$ cat src/rtl/bl_pkg.sv
package bl_pkg;
    localparam int unsigned WORD_W = 24;
    localparam int unsigned BYTE_W = 8;
    localparam int unsigned OSR    = 16;

    typedef enum logic [1:0] {RX_IDLE, RX_START, RX_DATA, RX_STOP} rx_state_t;
    typedef enum logic       {TX_IDLE, TX_SEND} tx_state_t;
    typedef enum logic [1:0] {LD_COUNT, LD_ADDR, LD_WORD, LD_GO} ld_state_t;
endpackage

$ cat src/rtl/bl_uart_rx.sv
module bl_uart_rx
    import bl_pkg::*;
#(
    parameter int unsigned BYTE_W = 8,
    parameter int unsigned OSR    = 16
) (
    input  logic              clk,
    input  logic              rst_n,
    input  logic              tick,
    input  logic              rxd,
    input  logic              take,
    output logic              valid,
    output logic [BYTE_W-1:0] data,
    output logic              frame_err
);
    localparam int unsigned CNT_W = $clog2(OSR);
    localparam int unsigned BIT_W = $clog2(BYTE_W);
    localparam int unsigned HALF  = OSR / 2;

    rx_state_t         state, nxt;
    logic              rx_m, rx_s;
    logic [CNT_W-1:0]  cnt;
    logic [BIT_W-1:0]  bitn;
    logic [BYTE_W-1:0] sr;
    logic              cnt_end, bit_end, half_pt;

    assign cnt_end = (cnt == CNT_W'(OSR - 1));
    assign half_pt = (cnt == CNT_W'(HALF - 1));
    assign bit_end = (bitn == BIT_W'(BYTE_W - 1));

    // two-flop synchronizer on the line
    always_ff @(posedge clk or negedge rst_n) begin
        if (!rst_n) begin
            rx_m <= 1'b1;
            rx_s <= 1'b1;
        end else begin
            rx_m <= rxd;
            rx_s <= rx_m;
        end
    end

    always_ff @(posedge clk or negedge rst_n) begin
        if (!rst_n) state <= RX_IDLE;
        else        state <= nxt;
    end

    always_comb begin
        nxt = state;
        unique case (state)
            RX_IDLE:  if (tick && !rx_s)             nxt = RX_START;
            RX_START: if (tick && half_pt)           nxt = rx_s ? RX_IDLE : RX_DATA;
            RX_DATA:  if (tick && cnt_end && bit_end) nxt = RX_STOP;
            RX_STOP:  if (tick && cnt_end)           nxt = RX_IDLE;
            default:                                 nxt = RX_IDLE;
        endcase
    end

    always_ff @(posedge clk or negedge rst_n) begin
        if (!rst_n) begin
            cnt       <= '0;
            bitn      <= '0;
            sr        <= '0;
            valid     <= 1'b0;
            data      <= '0;
            frame_err <= 1'b0;
        end else begin
            frame_err <= 1'b0;
            if (take) valid <= 1'b0;
            unique case (state)
                RX_IDLE: begin
                    cnt  <= '0;
                    bitn <= '0;
                end
                RX_START: if (tick) cnt <= half_pt ? '0 : cnt + 1'b1;
                RX_DATA: if (tick) begin
                    if (cnt_end) begin
                        cnt  <= '0;
                        sr   <= {rx_s, sr[BYTE_W-1:1]};
                        bitn <= bitn + 1'b1;
                    end else begin
                        cnt <= cnt + 1'b1;
                    end
                end
                RX_STOP: if (tick) begin
                    if (cnt_end) begin
                        cnt <= '0;
                        if (rx_s) begin
                            valid <= 1'b1;
                            data  <= sr;
                        end else begin
                            frame_err <= 1'b1;
                        end
                    end else begin
                        cnt <= cnt + 1'b1;
                    end
                end
                default: cnt <= '0;
            endcase
        end
    end
endmodule

$ cat src/rtl/bl_echo_tx.sv
module bl_echo_tx
    import bl_pkg::*;
#(
    parameter int unsigned BYTE_W = 8,
    parameter int unsigned OSR    = 16
) (
    input  logic              clk,
    input  logic              rst_n,
    input  logic              tick,
    input  logic              push,
    input  logic [BYTE_W-1:0] push_data,
    output logic              ready,
    output logic              txd
);
    localparam int unsigned FRAME_W = BYTE_W + 2;
    localparam int unsigned CNT_W   = $clog2(OSR);
    localparam int unsigned BIT_W   = $clog2(FRAME_W);

    tx_state_t          state, nxt;
    logic               hold_v;
    logic [BYTE_W-1:0]  hold_d;
    logic [FRAME_W-1:0] sh;
    logic [CNT_W-1:0]   cnt;
    logic [BIT_W-1:0]   bitn;
    logic               cnt_end, frame_end;

    assign cnt_end   = (cnt == CNT_W'(OSR - 1));
    assign frame_end = (bitn == BIT_W'(FRAME_W - 1));
    assign ready     = !hold_v;
    assign txd       = sh[0];

    always_ff @(posedge clk or negedge rst_n) begin
        if (!rst_n) state <= TX_IDLE;
        else        state <= nxt;
    end

    always_comb begin
        nxt = state;
        unique case (state)
            TX_IDLE: if (hold_v)                          nxt = TX_SEND;
            TX_SEND: if (tick && cnt_end && frame_end)    nxt = TX_IDLE;
            default:                                      nxt = TX_IDLE;
        endcase
    end

    always_ff @(posedge clk or negedge rst_n) begin
        if (!rst_n) begin
            hold_v <= 1'b0;
            hold_d <= '0;
            sh     <= '1;
            cnt    <= '0;
            bitn   <= '0;
        end else begin
            unique case (state)
                TX_IDLE: if (hold_v) begin
                    sh     <= {1'b1, hold_d, 1'b0};
                    cnt    <= '0;
                    bitn   <= '0;
                    hold_v <= 1'b0;
                end
                TX_SEND: if (tick) begin
                    if (cnt_end) begin
                        cnt  <= '0;
                        sh   <= {1'b1, sh[FRAME_W-1:1]};
                        bitn <= bitn + 1'b1;
                    end else begin
                        cnt <= cnt + 1'b1;
                    end
                end
                default: sh <= '1;
            endcase
            if (push) begin
                hold_v <= 1'b1;
                hold_d <= push_data;
            end
        end
    end
endmodule

$ cat src/rtl/bl_loader_fsm.sv
module bl_loader_fsm
    import bl_pkg::*;
#(
    parameter int unsigned WORD_W = 24,
    parameter int unsigned BYTE_W = 8
) (
    input  logic              clk,
    input  logic              rst_n,
    input  logic              stb,
    input  logic [BYTE_W-1:0] in_byte,
    output logic              ready,
    output logic              mem_we,
    output logic [WORD_W-1:0] mem_addr,
    output logic [WORD_W-1:0] mem_wdata,
    output logic              go,
    output logic [WORD_W-1:0] go_addr
);
    localparam int unsigned NB    = WORD_W / BYTE_W;
    localparam int unsigned IDX_W = (NB > 1) ? $clog2(NB) : 1;

    ld_state_t         state, nxt;
    logic [IDX_W-1:0]  idx;
    logic [WORD_W-1:0] acc, full, left, ptr, base;
    logic              last;

    assign last  = (idx == IDX_W'(NB - 1));
    assign full  = {in_byte, acc[WORD_W-1:BYTE_W]};
    assign ready = (state != LD_GO);

    always_ff @(posedge clk or negedge rst_n) begin
        if (!rst_n) state <= LD_COUNT;
        else        state <= nxt;
    end

    always_comb begin
        nxt = state;
        unique case (state)
            LD_COUNT: if (stb && last) nxt = LD_ADDR;
            LD_ADDR:  if (stb && last) nxt = (left == '0) ? LD_GO : LD_WORD;
            LD_WORD:  if (stb && last && left == WORD_W'(1)) nxt = LD_GO;
            LD_GO:    nxt = LD_COUNT;
            default:  nxt = LD_COUNT;
        endcase
    end

    always_ff @(posedge clk or negedge rst_n) begin
        if (!rst_n) begin
            idx       <= '0;
            acc       <= '0;
            left      <= '0;
            ptr       <= '0;
            base      <= '0;
            mem_we    <= 1'b0;
            mem_addr  <= '0;
            mem_wdata <= '0;
            go        <= 1'b0;
            go_addr   <= '0;
        end else begin
            mem_we <= 1'b0;
            go     <= (state == LD_GO);
            if (state == LD_GO) go_addr <= base;
            if (stb) begin
                acc <= full;
                idx <= last ? '0 : idx + 1'b1;
                if (last) begin
                    unique case (state)
                        LD_COUNT: left <= full;
                        LD_ADDR: begin
                            ptr  <= full;
                            base <= full;
                        end
                        LD_WORD: begin
                            mem_we    <= 1'b1;
                            mem_addr  <= ptr;
                            mem_wdata <= full;
                            ptr       <= ptr + 1'b1;
                            left      <= left - 1'b1;
                        end
                        default: left <= left;
                    endcase
                end
            end
        end
    end
endmodule

$ cat src/rtl/serial_boot_loader.sv
module serial_boot_loader
    import bl_pkg::*;
#(
    parameter int unsigned DATA_W = bl_pkg::WORD_W,
    parameter int unsigned CHAR_W = bl_pkg::BYTE_W,
    parameter int unsigned OVERS  = bl_pkg::OSR
) (
    input  logic              clk,
    input  logic              rst_n,
    input  logic              tick16,
    input  logic              rxd,
    output logic              txd,
    output logic              mem_we,
    output logic [DATA_W-1:0] mem_addr,
    output logic [DATA_W-1:0] mem_wdata,
    output logic              go,
    output logic [DATA_W-1:0] go_addr,
    output logic              frame_err
);
    logic              rx_valid, echo_ready, ld_ready, accept;
    logic [CHAR_W-1:0] rx_data;

    // one acceptance feeds parser and echo together
    assign accept = rx_valid && echo_ready && ld_ready;

    bl_uart_rx #(.BYTE_W(CHAR_W), .OSR(OVERS)) u_rx (
        .clk(clk), .rst_n(rst_n), .tick(tick16), .rxd(rxd), .take(accept),
        .valid(rx_valid), .data(rx_data), .frame_err(frame_err)
    );

    bl_echo_tx #(.BYTE_W(CHAR_W), .OSR(OVERS)) u_tx (
        .clk(clk), .rst_n(rst_n), .tick(tick16), .push(accept),
        .push_data(rx_data), .ready(echo_ready), .txd(txd)
    );

    bl_loader_fsm #(.WORD_W(DATA_W), .BYTE_W(CHAR_W)) u_ld (
        .clk(clk), .rst_n(rst_n), .stb(accept), .in_byte(rx_data),
        .ready(ld_ready), .mem_we(mem_we), .mem_addr(mem_addr),
        .mem_wdata(mem_wdata), .go(go), .go_addr(go_addr)
    );
endmodule

$ cat config.mk
export PLATFORM = sky130hd
export DESIGN_NAME = serial_boot_loader
export DESIGN_NICKNAME = d
export VERILOG_FILES = /design/src/rtl/bl_pkg.sv /design/src/rtl/bl_uart_rx.sv /design/src/rtl/bl_echo_tx.sv /design/src/rtl/bl_loader_fsm.sv /design/src/rtl/serial_boot_loader.sv
export SDC_FILE = /design/constraint.sdc
export NUM_CORES = 1
export LEC_CHECK = 0
export BUFFER_PORTS_ARGS = -buffer_cell sky130_fd_sc_hd__buf_2
export CAP_MARGIN = 20
export CORE_MARGIN = 2
export CORE_UTILIZATION = 60
export CTS_CLUSTER_DIAMETER = 80
export CTS_CLUSTER_SIZE = 14
export DETAILED_ROUTE_END_ITERATION = 7
export GPL_ROUTABILITY_DRIVEN = 0
export PLACE_DENSITY_LB_ADDON = 0.3
export SYNTH_ARGS = -nofsm -noshare
export SYNTH_HDL_FRONTEND = slang
export SYNTH_SLANG_ARGS = --single-unit
export TNS_END_PERCENT = 10
$ cat constraint.sdc
create_clock -name clk -period 3.35 [get_ports clk]
set_clock_uncertainty 0.1 [all_clocks]
set_input_delay 0.5025 -clock clk [delete_from_list [all_inputs] [get_ports clk]]
set_output_delay 0.5025 -clock clk [all_outputs]
set_load 0.01 [all_outputs]
; ---- Word-level counts from Yosys, hierarchy flattened
; Cells that the tools add are included.
[classes]
addsub = 7
eq_ne = 29
muxes = 50
bitwise_logic = 1
n_reduce_logical = 31
[op_table]
columns = op, n
row1 = 24-bit case mux with 2 select lines, 2
row2 = 4-bit two-way mux, 9
row3 = 10-bit two-way mux, 3
row4 = "24-bit by 1-bit adder with 24-bit output, second input constant", 1
row5 = "24-bit by 1-bit equality test with 1-bit output, second input constant", 1
row6 = 24-bit zero test, 1
row7 = 3-bit AND reduction, 8
row8 = "24-bit by 1-bit subtractor with 24-bit output, second input constant", 1
row9 = "2-bit by 1-bit inequality test with 1-bit output, second input constant", 11
row10 = 10-bit case mux with 2 select lines, 1
row11 = 2-bit two-way mux, 9
row12 = 1-bit two-way mux, 17
row13 = 2-bit case mux with 4 select lines, 2
row14 = 4-bit case mux with 2 select lines, 2
row15 = "4-bit by 1-bit adder with 4-bit output, second input constant", 3
row16 = "4-bit equality test, second input constant", 3
row17 = 4-bit case mux with 3 select lines, 1
row18 = "2-bit equality test, second input constant", 5
row19 = 1-bit logical AND, 10
row20 = "2-bit inequality test, second input constant", 5
row21 = 4-bit AND reduction, 2
row22 = 3-bit two-way mux, 2
row23 = 3-bit case mux with 2 select lines, 1
row24 = 2-bit nonzero test, 3
row25 = 11 further kinds, 15
[word_totals]
regBits = 231

; ---- Depth between registers and ports, before layout
[logic_depth]
depth_word = 8
ltp_mapped = 10
ltp_nobuf = 7

; ---- By module
; Synthesis repeated with hierarchy kept, for this count alone.
[hier_totals]
cells_unflattened = 833
area_unflattened_um2 = 9969.6
[by_module_without_submodules]
columns = mod, n_inst, cells_per_inst, area_per_inst_um2, seq_area_each_um2
row1 = bl_loader_fsm, 1, 636, 7440.9, 4154.0
row2 = bl_uart_rx, 1, 97, 1283.7, 728.2
row3 = bl_echo_tx, 1, 99, 1238.7, 686.9
row4 = serial_boot_loader, 1, 1, 6.3, 0.0

; ---- Worst setup path before layout
; Ideal clock, no wire load.
[synth_path]
kind = register -> register
startpoint = register u_ld.left[0]
endpoint = register u_ld.left[20]
setup_ns = 0.137
arrival_time_ns = 2.249
required_ns = 3.113
path_slack_ns = 0.864
path_stages_with_launch = 9
path_buffers = 1
cell_sequence = dfrtp_1 > inv_1 > ha_1 > or3b_1 > or4_1 > clkbuf_1 > nand2b_1 > o32ai_1 > a21oi_1
[synth_via]
elab_chain_len = 2
[synth_rtl]
columns = item, line_no
row1 = "start, declared", bl_loader_fsm.sv:23  ; logic [WORD_W-1:0] acc, full, left, ptr, base;
row2 = "start signal, assigned", bl_loader_fsm.sv:67  ; LD_COUNT: left <= full;
row3 = "start signal, assigned", bl_loader_fsm.sv:77  ; left <= left - 1'b1;
row4 = "start signal, assigned", bl_loader_fsm.sv:79  ; default: left <= left;
row5 = 24-bit by 1-bit subtractor with 24-bit output, bl_loader_fsm.sv:77
row6 = 24-bit case mux with 2 select lines, bl_loader_fsm.sv:66  ; unique case (state)
; Every way passes these cells.
; A chain may end at the register's enable or synchronous reset.

; ---- Worst setup path after layout
[layout_path]
startpoint = register u_ld.left[0]
endpoint = register u_ld.left[18]
; The elaborated chain is that of the path after synthesis.

==> impl_metrics.yaml <==
status:
  status: "finished, final reports clean"
cts:
  cts_root_buf: "clkbuf_16"
  cts_htree_levels: 1
  ctsHoldBuffers: 2
  cts_buffers: 19
  worstSkewPairLatency_ps: 500
  path_clk_slew_ps: 70
  cts_tree: "done"
  cts_resized: 0
  post-cts-setup-buffers: 0
  cts_num_sinks: 214
  ctsLongestPathBuffers: 3
finish:
  drive_gt1_share_pct: 26.77
  nNetsFinal: 965
  diodes: 0
  layout_commonest_cell: "dfrtp_1"
  seq_area_mm2: 0.005369
  mostFrequentLayoutCells: "dfrtp_1, nand2_1, mux2_2, buf_2, a21oi_1"
  multi_input_area_mm2: 0.004108
  final_cells: 1176
  syn2layout_area_growth_pct: 11.97
  fillCellCount: 1144
synthesis:
  syn_area_mm2: 0.009712
  netlist_instances: 885
  avgSynthCellArea_um2: 10.97
  synth-seq-cells: 214
  synth-edff-count: 0
  synth_ff_type: "dfrtp_1"
  ys_warn_count: 0
  seq_area_frac_synth_pct: 55.28
  syn_nets: 903
  netlist-cell-type-count: 60
  async_flop_share_pct: 100.0
setup_path:
  worstPathRequired_ps: 3670
  critPathMaxFanout: 7
  worstPathArrival_ps: 3080
  cp-start-kind: "register"
  worst-setup-path-type: "register to register"
  cp-end-kind: "register"
die:
  dieArea_mm2: 0.01722
  ios: 80
  die_w_um: 131.2
  core_mm2: 0.01583
  fp-row-count: 46
  initial_core_util_pct: 61.36
  dieHeight_um: 131.2
drt:
  vias: 7102
  routed_wl_um: 21970
  drc: 0
  ant_nets: 0
  drt_first_pass_iters: 7
  post_drt_wl_per_cell_um: 18.68
  drt_iter0_drc: 611
  avgViaCountPerCell: 6.039
sta:
  period_share_pct: 82.40
  fin_ws_ps: 589.5
  hold_viol_final: 0
  maxSlewHeadroom_pct: 43.31
  rsz0062_at_grt: "false"
  fin_crit_ps: 2761
  max_freq_mhz: 362.3
  setup_violations: 0
  worstMarginPinSlew_ps: 850.3
  hold_ws_ps: 257.1
  slew_viol_final: 0
  setup_tns_ps: 0
placement:
  hpwl_um: 13930
  dp.cells: 1140
  post-place-ws_ps: 664.2
  port_buffers: 79
grt:
  grt_usage_pct: 25.95
  grt_pass1_vias: 6752
  grt_overflow: 0
  grt_max_degree: 81
  antenna_found_initial: 0
  grt_pass1_wl_um: 36110
job:
  maxCapViolCount: 0
power_and_ir_drop:
  vdd_drop_max_v: 0.0005027
  cellPowerDensity_mw_per_mm2: 475.2
  total_leakage_power_uw: 0.005484
worst_hold_path:
  hold_class: "register to register"
==> registers in the layout, indices dropped and copies added (netlist names), 2 cells and up, named ones only <==
register	count
u_ld.go_addr	24
u_ld.acc	9
u_tx.cnt	4
u_rx.sr	8
u_rx.cnt	4
u_ld.mem_wdata	24
u_ld.state	2
u_ld.ptr	24
u_rx.data	8
u_ld.left	24
u_tx.sh	9
u_ld.base	24
u_ld.mem_addr	24
u_ld.idx	2
u_rx.bitn	3
u_tx.hold_d	7
u_tx.bitn	4
==> Yosys cell counts (4+ instances only) <==
library cell | number | area share (%)
a21o_1 | 4 | 0.31
a31oi_1 | 4 | 0.26
and3_1 | 5 | 0.32
clkbuf_1 | 45 | 1.7
mux2i_1 | 22 | 2.3
a41o_1 | 4 | 0.41
dfstp_2 | 11 | 3.0
mux2_2 | 112 | 13
nand3_1 | 27 | 1.4
xor2_1 | 4 | 0.36
o22a_1 | 4 | 0.36
nor4_1 | 7 | 0.45
a21oi_1 | 56 | 2.9
o21ai_0 | 38 | 2.0
nand4_1 | 12 | 0.77
ha_1 | 14 | 1.8
nor2_1 | 52 | 2.0
nand2_1 | 117 | 4.5
nor2b_1 | 5 | 0.32
nand2b_1 | 7 | 0.45
buf_1 | 6 | 0.23
inv_1 | 13 | 0.50
or2_2 | 7 | 0.45
dfrtp_1 | 203 | 52
or4_1 | 8 | 0.62
o22ai_1 | 27 | 1.7
or3_1 | 7 | 0.45
nor3_1 | 12 | 0.62
==> metrics by stage <==
| stage | total power [uW] | util [%] | cell area (um^2) |
|---|---|---|---|
| after detailed placement | 3181 | 65.14 | 10310 |
| after CTS | 5206 | 68.70 | 10870 |
| final | 5167 | 68.70 | 10870 |
| after global placement | 3162 | 65.14 | 10310 |
| after global routing | 5379 | 68.70 | 10870 |
| after floorplan | 3059 | - | 9712 |
==> path summary, 6_finish.rpt <==
check                      slack (ps)  cells after the start          from             to
max in group asynchronous        1820                      3         rst_n      u_rx.rx_m
hold / removal                    260                      0     u_rx.rx_m      u_rx.rx_s
setup reg to reg                  590                      7  u_ld.left[0]  u_ld.left[18]
hold reg to reg                   260                      0     u_rx.rx_m      u_rx.rx_s
min in group asynchronous         470                      2         rst_n   u_ld.left[6]
setup / recovery                  590                      7  u_ld.left[0]  u_ld.left[18]
==> where the power goes <==
part | switching (uW) | leakage [uW] | internal, uW
registers | 128 | 0.00292 | 2690
logic | 187 | 0.00230 | 137
clock network | 953 | 0.000260 | 1080
==> layout make-up <==
cell class | instances | share of cell area, %
clock buffer | 32 | 4.821
timing repair buffer | 94 | 4.913
multi-input combinational | 605 | 37.77
tap | 216 | 2.485
clock inverter | 2 | 0.1841
sequential | 214 | 49.37
inverter | 13 | 0.4487
==> routing by layer <==
metal	global-route usage [%]	part of all wire, %
met4	8.394	3.4
met5	0	0
met3	4.128	6.1
met1	36.80	43
met2	41.52	48
==> kinds of logic (layout without fill, tap and decap cells) <==
kind of cell	Yosys count	count (layout)	synth area share (%)
AND/OR/NAND/NOR	278	278	13.40
flip-flops	214	214	55.28
AO/OA/AOI/OAI	174	174	11.21
multiplexers	135	135	15.37
buffers and inverters	66	141	2.577
adder cells (fa/ha/maj)	14	14	1.804
XOR/XNOR	4	4	0.3607
==> critical path, stage by stage (launching register included) <==
cell and delay, ps:
dfrtp_1 430, inv_1 120, ha_1 190, or3b_1 420, or4_1 660, o41ai_1 490, a21oi_1 140, a21oi_1 150
(Power assumes the default switching activity.)
